[src/rtl/txmb_pkg.sv]
package txmb_pkg;
    localparam int NUM_BOX = 3;
    localparam int BOX_W   = 2;
    localparam int WORD_W  = 32;
    localparam int LEN_W   = 4;
    localparam int KEY_W   = 29;
    localparam int STD_W   = 11;

    typedef enum logic [1:0] {
        SEL_IDENT = 2'd0,
        SEL_LEN   = 2'd1,
        SEL_DLO   = 2'd2,
        SEL_DHI   = 2'd3
    } word_sel_e;

    typedef enum logic {
        SCH_IDLE = 1'b0,
        SCH_SEND = 1'b1
    } sch_state_e;

    typedef struct packed {
        logic [WORD_W-1:0] ident;
        logic [LEN_W-1:0]  len;
        logic [WORD_W-1:0] dlo;
        logic [WORD_W-1:0] dhi;
    } frame_t;

    // Priority key: extended frames use all 29 bits, standard frames pad with zeros.
    function automatic logic [KEY_W-1:0] prio_key(input logic [WORD_W-1:0] ident);
        if (ident[2]) begin
            return ident[WORD_W-1:3];
        end
        return {ident[WORD_W-1:WORD_W-STD_W], {(KEY_W-STD_W){1'b0}}};
    endfunction
endpackage

[src/rtl/txmb_slot.sv]
module txmb_slot
    import txmb_pkg::*;
(
    input  logic              clk,
    input  logic              rst,
    input  logic              wr_hit,
    input  word_sel_e         wr_sel,
    input  logic [WORD_W-1:0] wr_data,
    input  logic              abort_in,
    input  logic              clr_done,
    input  logic              in_flight,
    input  logic              res_here,
    input  logic              res_ok,
    input  logic              no_retry,
    output logic              pend,
    output logic              done,
    output logic              ok,
    output logic              req_pulse,
    output frame_t            frame
);
    logic accept;
    logic abort_hold;
    logic drop_now;
    logic fin_ok;
    logic fin_fail;

    assign accept    = wr_hit && !pend;
    assign req_pulse = accept && (wr_sel == SEL_IDENT) && wr_data[0];
    assign drop_now  = abort_in && pend && !in_flight;
    assign fin_ok    = res_here && res_ok;
    assign fin_fail  = res_here && !res_ok && (no_retry || abort_hold || abort_in);

    always_ff @(posedge clk) begin
        if (rst) begin
            pend       <= 1'b0;
            done       <= 1'b0;
            ok         <= 1'b0;
            abort_hold <= 1'b0;
            frame      <= '0;
        end else begin
            if (accept) begin
                case (wr_sel)
                    SEL_IDENT: frame.ident <= {wr_data[WORD_W-1:1], 1'b0};
                    SEL_LEN:   frame.len   <= wr_data[LEN_W-1:0];
                    SEL_DLO:   frame.dlo   <= wr_data;
                    default:   frame.dhi   <= wr_data;
                endcase
            end
            if (req_pulse) begin
                pend       <= 1'b1;
                done       <= 1'b0;
                ok         <= 1'b0;
                abort_hold <= 1'b0;
            end else if (drop_now || fin_fail) begin
                pend       <= 1'b0;
                done       <= 1'b1;
                ok         <= 1'b0;
                abort_hold <= 1'b0;
            end else if (fin_ok) begin
                pend       <= 1'b0;
                done       <= 1'b1;
                ok         <= 1'b1;
                abort_hold <= 1'b0;
            end else begin
                if (clr_done) begin
                    done <= 1'b0;
                    ok   <= 1'b0;
                end
                if (abort_in && pend && in_flight) begin
                    abort_hold <= 1'b1;
                end
            end
        end
    end
endmodule

[src/rtl/txmb_age.sv]
module txmb_age
    import txmb_pkg::*;
(
    input  logic                             clk,
    input  logic                             rst,
    input  logic [NUM_BOX-1:0]               req,
    output logic [NUM_BOX-1:0][NUM_BOX-1:0]  older
);
    // older[i][j] = 1 when mailbox i requested before mailbox j.
    always_ff @(posedge clk) begin
        if (rst) begin
            older <= '0;
        end else begin
            for (int i = 0; i < NUM_BOX; i++) begin
                if (req[i]) begin
                    for (int j = 0; j < NUM_BOX; j++) begin
                        if (j != i) begin
                            older[i][j] <= 1'b0;
                            older[j][i] <= 1'b1;
                        end
                    end
                end
            end
        end
    end
endmodule

[src/rtl/txmb_pick.sv]
module txmb_pick
    import txmb_pkg::*;
(
    input  logic                             by_id,
    input  logic [NUM_BOX-1:0]               cand,
    input  logic [NUM_BOX-1:0][KEY_W-1:0]    keys,
    input  logic [NUM_BOX-1:0][NUM_BOX-1:0]  older,
    output logic                             grant_any,
    output logic [BOX_W-1:0]                 grant_idx
);
    logic [NUM_BOX-1:0] win;

    always_comb begin
        logic beat;
        win = '0;
        for (int i = 0; i < NUM_BOX; i++) begin
            win[i] = cand[i];
            for (int j = 0; j < NUM_BOX; j++) begin
                if (by_id) begin
                    beat = (keys[i] < keys[j]) || ((keys[i] == keys[j]) && (i <= j));
                end else begin
                    beat = older[i][j] || (i == j);
                end
                if (cand[j] && !beat) begin
                    win[i] = 1'b0;
                end
            end
        end
    end

    always_comb begin
        grant_idx = '0;
        for (int i = NUM_BOX - 1; i >= 0; i--) begin
            if (win[i]) begin
                grant_idx = BOX_W'(i);
            end
        end
    end

    assign grant_any = |win;
endmodule

[src/rtl/txmb_sched.sv]
module txmb_sched
    import txmb_pkg::*;
(
    input  logic               clk,
    input  logic               rst,
    input  logic               cfg_by_id,
    input  logic               cfg_no_retry,
    input  logic               cfg_irq_en,
    input  logic               wr_en,
    input  logic [BOX_W-1:0]   wr_box,
    input  logic [1:0]         wr_sel,
    input  logic [WORD_W-1:0]  wr_data,
    input  logic [NUM_BOX-1:0] abort_req,
    input  logic [NUM_BOX-1:0] done_clr,
    output logic [NUM_BOX-1:0] st_empty,
    output logic [NUM_BOX-1:0] st_done,
    output logic [NUM_BOX-1:0] st_ok,
    output logic               irq,
    output logic               tx_valid,
    output logic [BOX_W-1:0]   tx_box,
    output logic [WORD_W-1:0]  tx_ident,
    output logic [LEN_W-1:0]   tx_len,
    output logic [WORD_W-1:0]  tx_data_lo,
    output logic [WORD_W-1:0]  tx_data_hi,
    input  logic               res_valid,
    input  logic               res_ok
);
    sch_state_e                      state;
    logic [BOX_W-1:0]                cur;
    logic [NUM_BOX-1:0]              pend;
    logic [NUM_BOX-1:0]              req_pulse;
    logic [NUM_BOX-1:0]              in_flight;
    logic [NUM_BOX-1:0][KEY_W-1:0]   keys;
    logic [NUM_BOX-1:0][NUM_BOX-1:0] older;
    frame_t                          frames [NUM_BOX];
    frame_t                          tx_frame;
    logic                            grant_any;
    logic [BOX_W-1:0]                grant_idx;

    for (genvar i = 0; i < NUM_BOX; i++) begin : g_slot
        assign in_flight[i] = (state == SCH_SEND) && (cur == BOX_W'(i));
        assign keys[i]      = prio_key(frames[i].ident);

        txmb_slot u_slot (
            .clk       (clk),
            .rst       (rst),
            .wr_hit    (wr_en && (wr_box == BOX_W'(i))),
            .wr_sel    (word_sel_e'(wr_sel)),
            .wr_data   (wr_data),
            .abort_in  (abort_req[i]),
            .clr_done  (done_clr[i]),
            .in_flight (in_flight[i]),
            .res_here  (in_flight[i] && res_valid),
            .res_ok    (res_ok),
            .no_retry  (cfg_no_retry),
            .pend      (pend[i]),
            .done      (st_done[i]),
            .ok        (st_ok[i]),
            .req_pulse (req_pulse[i]),
            .frame     (frames[i])
        );
    end

    txmb_age u_age (
        .clk   (clk),
        .rst   (rst),
        .req   (req_pulse),
        .older (older)
    );

    // A mailbox aborted in this cycle is not a candidate.
    txmb_pick u_pick (
        .by_id     (cfg_by_id),
        .cand      (pend & ~abort_req),
        .keys      (keys),
        .older     (older),
        .grant_any (grant_any),
        .grant_idx (grant_idx)
    );

    always_ff @(posedge clk) begin
        if (rst) begin
            state <= SCH_IDLE;
            cur   <= '0;
        end else begin
            case (state)
                SCH_IDLE: begin
                    if (grant_any) begin
                        cur   <= grant_idx;
                        state <= SCH_SEND;
                    end
                end
                default: begin
                    if (res_valid) begin
                        state <= SCH_IDLE;
                    end
                end
            endcase
        end
    end

    always_comb begin
        tx_frame = frames[0];
        for (int i = 1; i < NUM_BOX; i++) begin
            if (cur == BOX_W'(i)) begin
                tx_frame = frames[i];
            end
        end
    end

    assign st_empty   = ~pend;
    assign irq        = cfg_irq_en && (|st_done);
    assign tx_valid   = (state == SCH_SEND);
    assign tx_box     = cur;
    assign tx_ident   = tx_frame.ident;
    assign tx_len     = tx_frame.len;
    assign tx_data_lo = tx_frame.dlo;
    assign tx_data_hi = tx_frame.dhi;
endmodule

[config.mk]
export PLATFORM = sky130hd
export DESIGN_NAME = txmb_sched
export DESIGN_NICKNAME = d
export VERILOG_FILES = /design/src/rtl/txmb_pkg.sv /design/src/rtl/txmb_slot.sv /design/src/rtl/txmb_age.sv /design/src/rtl/txmb_pick.sv /design/src/rtl/txmb_sched.sv
export SDC_FILE = /design/constraint.sdc
export NUM_CORES = 1
export LEC_CHECK = 0
export BUFFER_PORTS_ARGS = -buffer_cell sky130_fd_sc_hd__buf_2
export CAP_MARGIN = 25
export CELL_PAD_IN_SITES_DETAIL_PLACEMENT = 0
export CELL_PAD_IN_SITES_GLOBAL_PLACEMENT = 1
export CORE_MARGIN = 5
export CORE_UTILIZATION = 47
export CTS_CLUSTER_SIZE = 8
export DETAILED_ROUTE_END_ITERATION = 8
export PLACE_DENSITY_LB_ADDON = 0.1
export SYNTH_ARGS = -nofsm -noshare
export SYNTH_HDL_FRONTEND = slang
export SYNTH_SLANG_ARGS = --single-unit
export TNS_END_PERCENT = 30
[constraint.sdc]
create_clock -name clk -period 7.15 [get_ports clk]
set_clock_uncertainty 0.15 [all_clocks]
set_input_delay 1.0725 -clock clk [delete_from_list [all_inputs] [get_ports clk]]
set_output_delay 1.0725 -clock clk [all_outputs]
set_load 0.02 [all_outputs]
# After elaboration in Yosys (flattened, before gate mapping)
# Index checks and enable logic that the tools add are counted.
dict set report word_totals {
  output_inout_bits 113
  latch_bits 0
  memories 0
  wordCells 212
  register_bits 318
  ramBits 0
  rom_bits 0
}
dict set report op_classes {
  shifts 0
  reduce_logical 108
  multipliers 0
  n_eq_ne 9
  mux 52
  bitwise_logic 5
  n_lt_le_gt_ge 6
  n_div 0
  n_addsub 0
}
# op count
set ops {}
lappend ops {{$mux 100} 2}
lappend ops {{$lt 29x29->1} 6}
lappend ops {{$mux 29} 6}
lappend ops {{$eq 29x29->1} 3}
lappend ops {{$logic_and 1x1->1} 43}
lappend ops {{$mux 1} 40}
lappend ops {{$reduce_and 2->1} 13}
lappend ops {{$reduce_bool 3->1} 6}
lappend ops {{$reduce_or 3->1} 6}
lappend ops {{$logic_not 1->1} 13}
lappend ops {{$logic_or 1x1->1} 12}
lappend ops {{$reduce_bool 2->1} 6}
lappend ops {{$reduce_or 4->1} 3}
lappend ops {{$mux 2} 4}
lappend ops {{$eq 2x1->1 const B} 3}
lappend ops {{$eq 2x2->1 const B} 3}
lappend ops {{$logic_not 2->1} 3}
lappend ops {{$not 3->3} 2}
lappend ops {{$reduce_or 2->1} 3}
lappend ops {{$and 3x3->3} 1}
lappend ops {{$not 1->1} 2}

# Longest topological paths before layout
dict set report logic_depth {
  word_depth 12
  ltp_mapped 13
}

# By module
# From an unflattened synthesis, not the netlist that was laid out.
dict set report unflattened {
  cells_unflattened 2238
  hier_area_um2 17440.5
}
# module seq_area_each_um2 instances area_per_inst_um2 cells_each
set by_module_without_submodules {}
lappend by_module_without_submodules {txmb_slot 2062.0 3 3682.3 455}
lappend by_module_without_submodules {txmb_sched 60.1 1 3967.6 544}
lappend by_module_without_submodules {txmb_pick 0.0 1 2208.4 305}
lappend by_module_without_submodules {txmb_age 120.1 1 217.7 24}

# Worst setup path before layout
# OpenSTA, ideal clock, no wires.
dict set report synth_timing {
  path_type {reg2out}
  start {register cur[0] (netlist: tx_box[0])}
  end {output port tx_ident[18]}
  t_arrival_ns 2.289
  required_time_ns 5.927
  path_stages_with_launch 7
  path_slack_ns 3.638
  path_buffers 4
  path_cell_list {dfxtp_1 clkbuf_1 clkbuf_1 clkbuf_1 clkbuf_1 mux2i_1 a21oi_1}
}
dict set report synth_between {
  elab_chain_cells 3
  elab_cells_between_ends 4
}
# item line_no
set synth_rtl {}
lappend synth_rtl {{start: declaration} txmb_sched.sv:29} ;# logic [BOX_W-1:0] cur;
lappend synth_rtl {{start signal: assignment} txmb_sched.sv:89} ;# cur <= grant_idx;
lappend synth_rtl {{$eq 2x1->1} txmb_sched.sv:105} ;# if (cur == BOX_W'(i)) begin
lappend synth_rtl {{$mux 100} txmb_sched.sv:105}
lappend synth_rtl {{$mux 100 (*)} txmb_sched.sv:105}
lappend synth_rtl {{end: declaration} txmb_sched.sv:21} ;# output logic [WORD_W-1:0] tx_ident,
# Every way passes the cells marked *; elsewhere a longest branch is shown, timed or not.

# Worst setup path after layout
dict set report layout_timing {
  start {register cur[1] (netlist: tx_box[1])}
  end {output port tx_ident[31]}
}
# Same word-level chain as after synthesis.

==> impl_results.md <==
- Final net count: between 2000 and 2500
- Min Clock Period, post-route: 4.66 ns
- Status: completed
- Clock sinks: 318
- RePlAce Congestion: 0.871
- Aggregate global routing overflow: 0
- Share of flip-flops with an asynchronous set or reset: 0%
- Worst slew pin tran: 1.19 ns
- Average cell area after synthesis: roughly 7.4 µm²
- Cts bufs inserted: between 40 and 50
- Hold Slack: roughly 0.30 ns
- Period utilization: 65.2%
- Unrepaired setup endpoints after global routing: no
- H-tree levels: 2
- # rows: 68
- Ratio of cells with drive above 1 in the final layout: a little over a tenth
- Largest net degree at the start of global routing: approximately 220
- Initial detailed-routing violation count: 909
- Die ar.: 39100 µm²
- Via count: 15400
- Mapped Area: 16600 µm²
- Fill cell count: 3396
- Worst hold path type: flip-flop to flip-flop
- Core area: 34700 µm²
- Setup crit end kind: output pin
- Final hold vios: 0
- Register area share after synthesis: 38.4%
- Setup crit start kind: flip-flop
- Die Ht: 198 µm
- Worst hold start: g_slot[1].u_slot.frame[50]$_SDFFE_PP0P_
- CP startpoint: tx_box[1]$_SDFFE_PP0P_
- Vias in the first global route: 14800
- CP required: ~6 ns
- Root Buffer: clkbuf_16
- Setup-failing EPs final: 0
- Initial antenna violation count: 1
- DP Area: 17400 µm²
- Top_reg_cell synth: dfxtp_1
- Count of cell types in the netlist: 63
- Final Total Pwr: 3.96 mW
- Bufs on Longest Clock Path: 3
- Crit Path Max Fanout: 68
- Post-CTS Resized: 0
- GRT Util Overall: 25.5%
- #FFs+latches synth: about 320
- Hpwl dp: 32.9 mm
- Iteration count of the initial detailed-routing pass: 5
- Non-Filler Instances: between 2000 and 3000
- Post-Synthesis Cells: 2240
- Max-slew violations: 0
- WL per Instance: 18.9 µm
- Worst-skew pair later-pin latency: 0.56 ns
- Synth warn: 0
- Post-CTS Setup Inserts: 0
- Final instance area: 18700 µm²
- Port buffer count: 161
- Post-synth EDFFs: 0
- CTS tree: done
- Final wirelength: about 52 mm
- Final TNS setup: 0 ns
- Syn nets: 2365
- Vias/cell: 5.64
- Initial core utilization: 47.8%
- Post-DRT Antenna Nets: 0
- Reg-to-Reg Start: g_slot[1].u_slot.frame[70]$_SDFFE_PP0P_
- Setup Crit Path Kind: flip-flop to output pin
- Max VDD drop: between 0.00015 and 0.0002 V
- First-pass GRT wire length: 81.5 mm
- F_max: 0.215 GHz
- DRC violations left: 0
- Leakage power figure: 7.07 nW
- Max cap viols: 0
- Worst relative slew slack: approximately a fifth
- Antenna diodes: 0
- Hold-fix buffer count after cts: 0
- Die width: 198 µm
- Clock slew at reported path FFs: 0.05 ns
- Placed cell count: ~2700
- Num ports: roughly 160
- CP arrival: 3.44 ns
- Pwr dens: around 210 nW/µm²
- Syn-to-layout area delta: 12.6%
[path summary, 6_finish.rpt]
path / end / slack [ns] / cells after the start
min: g_slot[1].u_slot.frame[50]$_SDFFE_PP0P_ / 0.30 / 2
min reg2reg: g_slot[1].u_slot.frame[50]$_SDFFE_PP0P_ / 0.30 / 2
max: tx_ident[31] / 2.49 / 5
max reg2reg: tx_box[0]$_SDFFE_PP0P_ / 3.61 / 10
[registers in the layout (all words and copies together) (netlist names)]
| signal | flops |
|---|---|
| u_age.older | 6 |
| g_slot.u_slot.abort_hold | 3 |
| g_slot.u_slot.frame | 297 |
| g_slot.u_slot.ok | 3 |
| g_slot.u_slot.pend | 3 |
| tx_valid | 1 |
| tx_box | 2 |
| g_slot.u_slot.done | 3 |
[per-stage QoR]
step | utilization [%] | worst slack (ns)
floorplan | - | 3.64
global placement | 50.2 | 3.19
detailed placement | 50.2 | 3.13
CTS | 53.7 | 2.54
global route | 53.8 | 2.29
finish | 53.8 | 2.49
[layout make-up]
class,count,area [µm²],share of cell area [%]
Inverter,56,210,1.13
Tap cell,455,569,3.05
Clock inverter,3,68.8,0.369
Multi-Input combinational cell,1673,9330,49.9
Sequential cell,318,6370,34.1
Timing Repair Buffer,176,985,5.27
Clock buffer,49,1140,6.11
[critical path, stage by stage, from the launching register on]
cell and delay (ns):
dfxtp_4 0.90, inv_1 0.49, nand2_1 0.47, nand2_1 0.47
o21ai_0 0.33, buf_2 0.21
[cells in the mapped netlist (5+ instances only)]
cell      number  area, µm²
clkbuf_1     175        657
nand2_1      664       2490
o21ai_0       20        100
nor3_1        12       60.1
xnor2_1        5       43.8
nand2b_1       9       56.3
o22ai_1       14       87.6
nand3_1       15       75.1
nor2b_1       85        532
a31oi_1        7       43.8
mux2i_1       94        941
nor2_1        54        203
nand4_1       11       68.8
a211oi_1      84        631
and2_1        18        113
o21a_1         7       52.6
buf_4          7       52.6
buf_1          6       22.5
dfxtp_1      318       6370
and3_1         5       31.3
a21oi_1      410       2050
ha_1          75        938
inv_1         56        210
o211a_1       11        110
[logic make-up after synthesis]
| kind of cell | synth area share (%) |
|---|---|
| buffers and inverters | 5.87 |
| AOI/OAI and AO/OA | 21.0 |
| xor gates and xnor gates | 0.317 |
| adders and majority gates | 5.90 |
| and+or+nand+nor | 22.9 |
| muxes | 5.67 |
| other | 0.0226 |
| DFF | 38.4 |
[metal layers]
layer	global-route usage, %	routed length (µm)	vias up
met1	33.9	23400	7329
met5	0	0	-
met4	7.27	1200	0
met2	43.5	24400	345
met3	3.69	2540	77
li1	-	-	7634
[cells in the final DEF (no fill, tap or decap), types with 45 or more instances in the layout]
| cell | instances |
|---|---|
| a211oi_1 | 84 |
| a21oi_1 | 410 |
| buf_2 | 160 |
| clkbuf_16 | 45 |
| dfxtp_1 | 316 |
| ha_1 | 75 |
| inv_1 | 56 |
| mux2i_1 | 94 |
| nand2_1 | 661 |
| nor2_1 | 48 |
| nor2b_1 | 85 |
[report_power, final]
part	internal, mW	switching [mW]	total [mW]
Clock	1.12	0.767	1.89
Sequential	1.80	0.0186	1.82
Combinational	0.0730	0.183	0.256
Total	2.99	0.969	3.96
Power figures use the tool's default switching activity.
